<file path="config.mk">
export PLATFORM = sky130hd
export DESIGN_NAME = xchain_fifo
export DESIGN_NICKNAME = d
export VERILOG_FILES = /design/src/rtl/xchain_pkg.sv /design/src/rtl/xchain_mem.sv /design/src/rtl/xchain_ptr.sv /design/src/rtl/xchain_token.sv /design/src/rtl/xchain_segment.sv /design/src/rtl/xchain_fifo.sv
export SDC_FILE = /design/constraint.sdc
export NUM_CORES = 1
export LEC_CHECK = 0
export ABC_AREA = 1
export ABC_CLOCK_PERIOD_IN_PS = 1800
export BUFFER_PORTS_ARGS = -buffer_cell sky130_fd_sc_hd__buf_4
export CAP_MARGIN = 15
export CORE_AREA = 2 2 156 218
export CTS_CLUSTER_DIAMETER = 80
export CTS_CLUSTER_SIZE = 16
export DETAILED_ROUTE_END_ITERATION = 10
export DIE_AREA = 0 0 158 220
export GPL_ROUTABILITY_DRIVEN = 0
export HOLD_SLACK_MARGIN = 0.03
export SETUP_SLACK_MARGIN = 0.15
export SYNTH_ARGS = -nofsm -noshare
export SYNTH_HDL_FRONTEND = slang
export SYNTH_SLANG_ARGS = --single-unit
</file>
<file path="constraint.sdc">
create_clock -name clk -period 1.8 [get_ports clk]
set_clock_uncertainty 0.05 [all_clocks]
set_input_delay 0.36 -clock clk [delete_from_list [all_inputs] [get_ports clk]]
set_output_delay 0.36 -clock clk [all_outputs]
set_load 0.02 [all_outputs]
</file>
<file path="src/rtl/xchain_pkg.sv">
package xchain_pkg;
  // Token state a segment reports to the ring level.
  typedef struct packed {
    logic wtok;
    logic rtok;
  } tok_state_t;

  function automatic int unsigned ring_prev(int unsigned idx, int unsigned n);
    return (idx == 0) ? n - 1 : idx - 1;
  endfunction
endpackage

</file>
<file path="src/rtl/xchain_mem.sv">
module xchain_mem #(
  parameter int WIDTH = 9,
  parameter int DEPTH = 8,
  localparam int AW = (DEPTH > 1) ? $clog2(DEPTH) : 1
) (
  input  logic             clk,
  input  logic             we,
  input  logic [AW-1:0]    waddr,
  input  logic [WIDTH-1:0] wdata,
  input  logic [AW-1:0]    raddr,
  output logic [WIDTH-1:0] rdata
);
  logic [WIDTH-1:0] store_q [DEPTH];

  always_ff @(posedge clk) begin
    if (we) begin
      store_q[waddr] <= wdata;
    end
  end

  assign rdata = store_q[raddr];
endmodule

</file>
<file path="src/rtl/xchain_ptr.sv">
module xchain_ptr #(
  parameter int DEPTH = 8,
  localparam int AW = (DEPTH > 1) ? $clog2(DEPTH) : 1,
  localparam logic [AW-1:0] LAST = AW'(DEPTH - 1)
) (
  input  logic          clk,
  input  logic          rst_n,
  input  logic          adv,
  output logic [AW-1:0] ptr,
  output logic          at_last
);
  logic [AW-1:0] ptr_q, ptr_d;

  assign at_last = (ptr_q == LAST);

  always_comb begin
    ptr_d = ptr_q;
    if (adv) begin
      ptr_d = at_last ? '0 : ptr_q + AW'(1);
    end
  end

  always_ff @(posedge clk or negedge rst_n) begin
    if (!rst_n) begin
      ptr_q <= '0;
    end else if (adv) begin
      ptr_q <= ptr_d;
    end
  end

  assign ptr = ptr_q;
endmodule

</file>
<file path="src/rtl/xchain_token.sv">
module xchain_token
  import xchain_pkg::*;
(
  input  logic       clk,
  input  logic       rst_n,
  input  logic       first_load_n,
  input  logic       xi,
  input  logic       give_w,
  input  logic       give_r,
  output tok_state_t tok
);
  logic       wtok_q, wtok_d;
  logic       rtok_q, rtok_d;
  logic       expect_w_q, expect_w_d;
  logic       take_w, take_r;

  // Pulses from one sender alternate: write hand-off, then read hand-off.
  assign take_w = xi & expect_w_q;
  assign take_r = xi & ~expect_w_q;

  always_comb begin
    expect_w_d = xi ? ~expect_w_q : expect_w_q;
    wtok_d     = wtok_q;
    rtok_d     = rtok_q;
    if (give_w)      wtok_d = 1'b0;
    else if (take_w) wtok_d = 1'b1;
    if (give_r)      rtok_d = 1'b0;
    else if (take_r) rtok_d = 1'b1;
  end

  always_ff @(posedge clk or negedge rst_n) begin
    if (!rst_n) begin
      wtok_q     <= ~first_load_n;
      rtok_q     <= ~first_load_n;
      expect_w_q <= 1'b1;
    end else begin
      wtok_q     <= wtok_d;
      rtok_q     <= rtok_d;
      expect_w_q <= expect_w_d;
    end
  end

  assign tok.wtok = wtok_q;
  assign tok.rtok = rtok_q;


  wtok_arrive_chk: assert property (@(posedge clk) disable iff (!rst_n)
    $rose(wtok_q) |-> $past(xi));

  rtok_arrive_chk: assert property (@(posedge clk) disable iff (!rst_n)
    $rose(rtok_q) |-> $past(xi));
endmodule

</file>
<file path="src/rtl/xchain_segment.sv">
module xchain_segment
  import xchain_pkg::*;
#(
  parameter int WIDTH = 9,
  parameter int DEPTH = 8,
  localparam int AW = (DEPTH > 1) ? $clog2(DEPTH) : 1,
  localparam int CW = $clog2(DEPTH + 1)
) (
  input  logic             clk,
  input  logic             rst_n,
  input  logic             first_load_n,
  input  logic             xi,
  input  logic             wr_en,
  input  logic [WIDTH-1:0] wr_data,
  input  logic             rd_en,
  output logic [WIDTH-1:0] rd_data,
  output logic             empty_n,
  output logic             full_n,
  output logic             xo,
  output tok_state_t       tok
);
  logic [CW-1:0]    cnt_q, cnt_d;
  logic [AW-1:0]    wptr, rptr;
  logic [WIDTH-1:0] head;
  logic             seg_full, seg_empty;
  logic             wr_fire, rd_fire;
  logic             w_last, r_last;
  logic             give_w, give_r;

  assign seg_full  = (cnt_q == CW'(DEPTH));
  assign seg_empty = (cnt_q == '0);
  assign wr_fire   = wr_en & tok.wtok & ~seg_full;
  assign rd_fire   = rd_en & tok.rtok & ~seg_empty;
  assign give_w    = wr_fire & w_last;
  assign give_r    = rd_fire & r_last;

  xchain_ptr #(.DEPTH(DEPTH)) u_wptr (
    .clk(clk), .rst_n(rst_n), .adv(wr_fire), .ptr(wptr), .at_last(w_last)
  );

  xchain_ptr #(.DEPTH(DEPTH)) u_rptr (
    .clk(clk), .rst_n(rst_n), .adv(rd_fire), .ptr(rptr), .at_last(r_last)
  );

  xchain_mem #(.WIDTH(WIDTH), .DEPTH(DEPTH)) u_mem (
    .clk(clk), .we(wr_fire), .waddr(wptr), .wdata(wr_data),
    .raddr(rptr), .rdata(head)
  );

  xchain_token u_tok (
    .clk(clk), .rst_n(rst_n), .first_load_n(first_load_n), .xi(xi),
    .give_w(give_w), .give_r(give_r), .tok(tok)
  );

  always_comb begin
    unique case ({wr_fire, rd_fire})
      2'b10:   cnt_d = cnt_q + CW'(1);
      2'b01:   cnt_d = cnt_q - CW'(1);
      default: cnt_d = cnt_q;
    endcase
  end

  always_ff @(posedge clk or negedge rst_n) begin
    if (!rst_n) begin
      cnt_q <= '0;
    end else if (wr_fire ^ rd_fire) begin
      cnt_q <= cnt_d;
    end
  end

  assign xo      = give_w | give_r;
  assign rd_data = (tok.rtok & ~seg_empty) ? head : '0;
  assign empty_n = ~seg_empty;
  assign full_n  = ~seg_full;


  single_handoff_chk: assert property (@(posedge clk) disable iff (!rst_n)
    !(give_w && give_r));

  wtok_leaves_chk: assert property (@(posedge clk) disable iff (!rst_n)
    give_w |=> !tok.wtok);

  cnt_bound_chk: assert property (@(posedge clk) disable iff (!rst_n)
    cnt_q <= CW'(DEPTH));
endmodule

</file>
<file path="src/rtl/xchain_fifo.sv">
module xchain_fifo
  import xchain_pkg::*;
#(
  parameter int WIDTH     = 9,
  parameter int SEG_DEPTH = 8,
  parameter int NUM_SEG   = 3
) (
  input  logic               clk,
  input  logic               rst_n,
  input  logic               wr_en,
  input  logic [WIDTH-1:0]   wr_data,
  input  logic               rd_en,
  output logic [WIDTH-1:0]   rd_data,
  output logic               empty_n,
  output logic               full_n,
  output logic [NUM_SEG-1:0] seg_empty_n,
  output logic [NUM_SEG-1:0] seg_full_n,
  output logic [NUM_SEG-1:0] seg_xo
);
  logic [1:0]         rst_sync_q;
  logic               srst_n;
  logic [WIDTH-1:0]   seg_data [NUM_SEG];
  tok_state_t         seg_tok  [NUM_SEG];
  logic [NUM_SEG-1:0] wtok_v, rtok_v;

  always_ff @(posedge clk or negedge rst_n) begin
    if (!rst_n) begin
      rst_sync_q <= 2'b00;
    end else begin
      rst_sync_q <= {rst_sync_q[0], 1'b1};
    end
  end
  assign srst_n = rst_sync_q[1];

  for (genvar g = 0; g < NUM_SEG; g++) begin : g_seg
    xchain_segment #(.WIDTH(WIDTH), .DEPTH(SEG_DEPTH)) u_seg (
      .clk          (clk),
      .rst_n        (srst_n),
      .first_load_n (g != 0),
      .xi           (seg_xo[ring_prev(g, NUM_SEG)]),
      .wr_en        (wr_en),
      .wr_data      (wr_data),
      .rd_en        (rd_en),
      .rd_data      (seg_data[g]),
      .empty_n      (seg_empty_n[g]),
      .full_n       (seg_full_n[g]),
      .xo           (seg_xo[g]),
      .tok          (seg_tok[g])
    );
    assign wtok_v[g] = seg_tok[g].wtok;
    assign rtok_v[g] = seg_tok[g].rtok;
  end

  always_comb begin
    rd_data = '0;
    for (int i = 0; i < NUM_SEG; i++) begin
      rd_data = rd_data | seg_data[i];
    end
  end

  assign empty_n = |seg_empty_n;
  assign full_n  = |seg_full_n;


  wtok_unique_chk: assert property (@(posedge clk) disable iff (!srst_n)
    $countones(wtok_v) == 1);

  rtok_unique_chk: assert property (@(posedge clk) disable iff (!srst_n)
    $countones(rtok_v) == 1);

  full_holds_chk: assert property (@(posedge clk) disable iff (!srst_n)
    (!full_n && wr_en && !rd_en) |=> (!full_n && $stable(rd_data)));

  empty_holds_chk: assert property (@(posedge clk) disable iff (!srst_n)
    (!empty_n && rd_en && !wr_en) |=> !empty_n);
endmodule

</file>
==> impl_metrics.env, run 1 <==
export IMPL_synthDistinctLibCells=29
export IMPL_cts_buffers=20
export IMPL_max_cap_violations=0
export IMPL_p_per_area_nw_per_um2=1630
export IMPL_synth_enable_flop_cells=216
export IMPL_avgSynthCellArea_sq_um=10.0
export IMPL_die_h_um=220
export IMPL_first_global_vias=8692
export IMPL_tns_ns=-31.45
export IMPL_crit_chain="buf_6, o211ai_1, nand3_1, nand3_2, nand3_4, buf_6"
export IMPL_synth_seq_cells=257
export IMPL_synth_top_area_share_pct=55.6
export IMPL_slowest_stage="dfrtp_2"
export IMPL_cts_buffer_depth=3
export IMPL_finalHoldViolations=0
export IMPL_cellLeakagePower_nw=7.13
export IMPL_fin_ws_ns=-0.533
export IMPL_clock_sinks=257
export IMPL_synth_seq_area_share_pct=64.5
export IMPL_worstSetupPathDepth=6
export IMPL_hold_path_class="reg -> async"
export IMPL_grt_max_degree=30
export IMPL_finalCritPeriodShare_pct=130
export IMPL_diodes=0
export IMPL_setup_viol=174
export IMPL_syn_inst=1164
export IMPL_hpwl_um=18200
export IMPL_wl_um=31700
export IMPL_violations="setup timing"
export IMPL_vias=8703
export IMPL_rows=79
export IMPL_syn_nets=1198
export IMPL_clk_root_buffer_cell="clkbuf_16"
export IMPL_final_max_slew_viol_count=0
export IMPL_crit_path_frequent_cell="buf_6"
export IMPL_cp_start_kind="register"
export IMPL_viasPerCell=4.77
export IMPL_grt_overflow_total=0
export IMPL_synth_area_top_cells="edfxtp_1 56%, nand2_1 12%, dfrtp_1 7.7%"
export IMPL_drt_iter0_markers=546
export IMPL_dr_pass1_iters=5
export IMPL_ios=33
export IMPL_dieArea_sq_um=34800
export IMPL_reg2regPathDepth=15
export IMPL_cts_htree_levels=1
export IMPL_path_class="reg -> out"
export IMPL_cpLargestDelayFamily="flip-flops"
export IMPL_slowest_delay_ns=0.48
export IMPL_port_buffers=32
export IMPL_synth_commonest_cells="361 x nand2_1, 216 x edfxtp_1, 182 x inv_1"
export IMPL_critPathCaptureType="output port"
export IMPL_syn_to_final_growth_pct=43.3
export IMPL_worstPathMaxFanout=20
export IMPL_drc=0
export IMPL_layout_drive_gt1_share_pct=35.8
export IMPL_critPathRequiredTime_ns=1.39
export IMPL_yosysMostFrequentCell="nand2_1"
export IMPL_start_util_pct=35.3
export IMPL_status="complete, but fails checks"
export IMPL_ys_async_sr_fraction_pct=16.0
export IMPL_synth_largest_area_cell="edfxtp_1"
export IMPL_grt_setup_unrepaired="yes"
export IMPL_die_w_um=158
export IMPL_grt_usage_pct=17.9
export IMPL_grt_pass1_wl_um=47700
export IMPL_p_total_mw=27.2
export IMPL_cts_tree="built"
export IMPL_cp_arrival_ns=1.92
export IMPL_synth_main_ff_cell="edfxtp_1"
export IMPL_layout_nets=1401
export IMPL_period_minus_slack_ns=2.33
export IMPL_max_freq_mhz=429
export IMPL_clk_pin_slew_ns=0.07
export IMPL_cp_num_buf_inv=2
export IMPL_grt_antenna_before_repair=0
export IMPL_worstSkewPairLatency_ns=0.51
export IMPL_mappedNetlistArea_sq_um=11700
export IMPL_antenna_left=0
export IMPL_core_sq_um=33000
export IMPL_ys_warnings_count=0
export IMPL_vdd_drop_max_mv=1.36
export IMPL_wl_per_cell_um=17.4
[final timing paths]
| check | from | end | slack, ns |
|---|---|---|---|
| max in group asynchronous | rst_sync_q[1] | g_seg[2].u_seg.u_tok.expect_w_q | 1.06 |
| min | rst_sync_q[1] | g_seg[1].u_seg.cnt_q[3] | 0.10 |
| max reg2reg | g_seg[1].u_seg.u_rptr.ptr[0] | g_seg[2].u_seg.u_tok.rtok_q | -0.40 |
| max | g_seg[2].u_seg.u_rptr.ptr[0] | rd_data[7] | -0.53 |
| min in group clk | wr_data[0] | g_seg[2].u_seg.u_mem.store_q[1][0] | 0.22 |
| min reg2reg | rst_sync_q[1] | g_seg[1].u_seg.cnt_q[3] | 0.10 |
[metrics by stage]
step,setup slack (ns),utilization (%),hold slack [ns],instance area [sq um],cells
2_1_floorplan,-0.104,-,0.0144,11800,1164
3_3_place_gp,-0.0937,40.1,0.0931,13200,1688
3_5_place_dp,-0.131,40.1,0.0927,13200,1688
4_1_cts,-0.535,47.6,0.0943,15700,1799
5_1_grt,-0.616,50.6,0.126,16700,1824
6_report,-0.533,50.6,0.105,16700,1824
[placed cells by master, fill, tap and decap left out, drive strengths merged]
cell,n
nand2,366
buf,219
edfxtp,216
inv,190
nand3,180
nor2,39
clkbuf,37
dfrtp,36
ha,21
o21ai,18
o211ai,9
a21oi,9
nor3,8
xnor2,6
a21boi,6
dfstp,5
clkinv,5
xor2,2
clkinvlp,2
or3,1
or2,1
a31oi,1
dlygate4sd3,1
conb,1
[where the power goes]
part	internal [mW]	switching, mW	leakage, nW
clock network	2.17	2.06	0.279
registers	7.43	0.536	2.43
logic	6.77	8.27	4.42
total	16.4	10.9	7.13
[final cells by class]
class                   count  area (sq um)
multi-input cells         668          4430
clock buffers              32           567
inverters                 195           768
fillers                  2823         16300
flip-flops and latches    257          7520
repair buffers            225          2840
well taps                 445           557
clock inverters             2          21.3
[registers in the layout, indices dropped and copies added, names as in the netlist]
| register | count |
|---|---|
| g_seg.u_seg.u_mem.store_q | 216 |
| g_seg.u_seg.cnt_q | 12 |
| g_seg.u_seg.u_rptr.ptr | 9 |
| g_seg.u_seg.u_wptr.ptr | 9 |
| g_seg.u_seg.u_tok.expect_w_q | 3 |
| g_seg.u_seg.u_tok.rtok_q | 3 |
| g_seg.u_seg.u_tok.wtok_q | 3 |
| rst_sync_q | 2 |
[repair_timing]
action,4_1_cts,5_1_grt
hold buffers,1,0
setup endpoints to repair,153,255
pin swaps,67,75
gates resized for setup,244,187
setup buffers,63,16
endpoints found under the hold margin,2,0
gates cloned,13,9
[cells by family (layout without fill, tap and decap cells)]
kind of cell / Yosys count / count (layout) / share of synthesized area [%]
AO/OA/AOI/OAI: 43 / 43 / 2.18
adder cells (fa/ha/maj): 21 / 21 / 2.25
flip-flops: 257 / 257 / 64.5
XOR/XNOR: 8 / 8 / 0.601
other: 1 / 1 / 0.0322
buffers and inverters: 239 / 454 / 8.65
AND/OR/NAND/NOR: 595 / 595 / 21.8
[routing by layer]
metal / wire length, um / up-vias / GRT usage (%)
met4: 837 / 0 / 5.35
met2: 17400 / 212 / 33.8
met5: 0 / - / 0
met1: 12200 / 4255 / 21.3
met3: 1280 / 49 / 1.95
li1: - / 4187 / -
No activity file was read; power rests on OpenSTA's default activity.
==> run 2: changes to the inputs <==
REMOVE_ABC_BUFFERS = 1   (was default)
==> run 2 against run 1 <==
Against the previous run:
- clock power grew 4%
- count of clock-buffer cells in the layout is 2 higher
- setup slack got worse by 0.0031 ns
- critical path type unchanged
- global-route usage down 1.4 points
- critical endpoint is now rd_data[4]
- hold slack improved by 0.0090 ns
- the run still ends with setup timing left
==> impl_metrics.env, run 2 (synthesis results as in run 1) <==
export IMPL_status="complete, but fails checks"
export IMPL_critPathCaptureType="output port"
export IMPL_cts_tree="built"
export IMPL_cellLeakagePower_nw=6.75
export IMPL_final_max_slew_viol_count=0
export IMPL_max_freq_mhz=428
export IMPL_dr_pass1_iters=6
export IMPL_finalCritPeriodShare_pct=130
export IMPL_grt_pass1_wl_um=44300
export IMPL_antenna_left=0
export IMPL_final_common_cell="nand2_1"
export IMPL_syn_to_final_growth_pct=35.8
export IMPL_setup_viol=231
export IMPL_die_h_um=220
export IMPL_slowest_stage="dfrtp_2"
export IMPL_cp_num_buf_inv=4
export IMPL_cts_buffers=20
export IMPL_rows=79
export IMPL_violations="setup timing"
export IMPL_layout_nets=1378
export IMPL_largest_reg_flops=216
export IMPL_clk_root_buffer_cell="clkbuf_16"
export IMPL_path_class="reg -> out"
export IMPL_grt_usage_pct=16.6
export IMPL_viasPerCell=4.75
export IMPL_layout_drive_gt1_share_pct=30.3
export IMPL_drc=0
export IMPL_grt_antenna_before_repair=0
export IMPL_most_common_layout_cells="338 x nand2_1, 216 x edfxtp_1, 173 x inv_1"
export IMPL_cts_htree_levels=1
export IMPL_timing_hold_ws_ns=0.114
export IMPL_grt_overflow_total=0
export IMPL_period_minus_slack_ns=2.34
export IMPL_cp_arrival_ns=1.93
export IMPL_critPathRequiredTime_ns=1.39
export IMPL_fin_ws_ns=-0.536
export IMPL_wl_um=29800
export IMPL_grt_max_degree=28
export IMPL_core_sq_um=33000
export IMPL_hold_path_class="in -> async"
export IMPL_nFillCells=2877
export IMPL_slowest_delay_ns=0.46
export IMPL_clock_sinks=257
export IMPL_hpwl_um=17900
export IMPL_cpLargestDelayFamily="buffers and inverters"
export IMPL_first_global_vias=8313
export IMPL_ios=33
export IMPL_diodes=0
export IMPL_crit_chain="inv_4, buf_6, clkbuf_16, nand2_1, nand3_1, nand3_2, nand3_2, nand3_2, buf_6"
export IMPL_cp_start_kind="register"
export IMPL_grt_setup_unrepaired="yes"
export IMPL_crit_path_frequent_cell="nand3_2"
export IMPL_reg_top3="g_seg.u_seg.u_mem.store_q (216), g_seg.u_seg.cnt_q (12)"
export IMPL_die_w_um=158
export IMPL_dieArea_sq_um=34800
export IMPL_regMostFlops="g_seg.u_seg.u_mem.store_q"
export IMPL_wl_per_cell_um=16.5
export IMPL_vdd_drop_max_mv=1.07
export IMPL_p_per_area_nw_per_um2=1650
export IMPL_drt_iter0_markers=598
export IMPL_cts_buffer_depth=3
export IMPL_clk_pin_slew_ns=0.07
export IMPL_finalHoldViolations=0
export IMPL_vias=8556
export IMPL_worstPathMaxFanout=5
export IMPL_port_buffers=32
export IMPL_worstSkewPairLatency_ns=0.52
export IMPL_tns_ns=-26.20
export IMPL_max_cap_violations=0
export IMPL_start_util_pct=35.3
[run 2: path summary, 6_finish.rpt]
check	start	end	slack [ns]	depth (start not counted)
max	g_seg[1].u_seg.u_rptr.ptr[0]	rd_data[4]	-0.54	9
min	rst_n	rst_sync_q[1]	0.11	2
max reg2reg	g_seg[0].u_seg.cnt_q[3]	g_seg[0].u_seg.cnt_q[2]	-0.28	14
min reg2reg	rst_sync_q[1]	g_seg[1].u_seg.u_tok.rtok_q	0.14	0
max in group asynchronous	rst_sync_q[1]	g_seg[1].u_seg.u_tok.expect_w_q	1.01	1
min in group clk	wr_data[2]	g_seg[2].u_seg.u_mem.store_q[0][2]	0.20	1
[run 2: power breakdown]
group | internal (mW) | switching (mW) | leakage, nW
combinational | 5.98 | 7.67 | 4.03
sequential | 7.44 | 0.563 | 2.42
clock | 2.34 | 2.05 | 0.295
total | 15.8 | 10.3 | 6.75
[run 2: through the flow]
step	instance area, sq um	total power [mW]	util (%)	setup WS, ns	cells
2_1_floorplan	11400	13.3	-	-0.489	1120
3_3_place_gp	13000	17.1	39.4	-0.327	1691
3_5_place_dp	13000	17.3	39.4	-0.312	1691
4_1_cts	15000	24.5	45.3	-0.519	1770
5_1_grt	15800	27.5	47.9	-0.594	1803
6_report	15800	26.0	47.9	-0.536	1803
[run 2: layout make-up]
type                       instances  area [sq um]  share of cell area [%]
clock buffer                      34           574                    3.63
sequential                       257          7530                    47.6
tap                              445           557                    3.52
timing repair buffer             202          2150                    13.6
clock inverter                     2          46.3                   0.293
multi-input combinational        668          4200                    26.5
inverter                         195           764                    4.83
[run 2: per-layer routing]
metal / part of all wire [%] / GRT usage, % / wire (um) / up-vias
li1: - / - / - / 4147
met1: 40 / 20.3 / 12000 / 4156
met2: 52 / 29.6 / 15500 / 196
met3: 4.4 / 1.73 / 1330 / 57
met4: 3.3 / 6.79 / 973 / 0
met5: 0 / 0 / 0 / -
[run 2: worst reg2reg max path: cells and delay by family, from the launching register on]
kind	cells	cell delay, ns
compound gates	2	0.19
fa+ha+maj	2	0.32
buf+inv	5	0.50
flops	1	0.41
simple gates	5	0.54
[run 2: repair_timing]
item | in CTS | in global routing
hold buffers | 1 | 0
hold endpoints to repair | 2 | 0
pin swaps | 41 | 43
gates resized for setup | 235 | 146
setup endpoints to repair | 89 | 252
buffers inserted | 34 | 19
gates cloned | 8 | 14
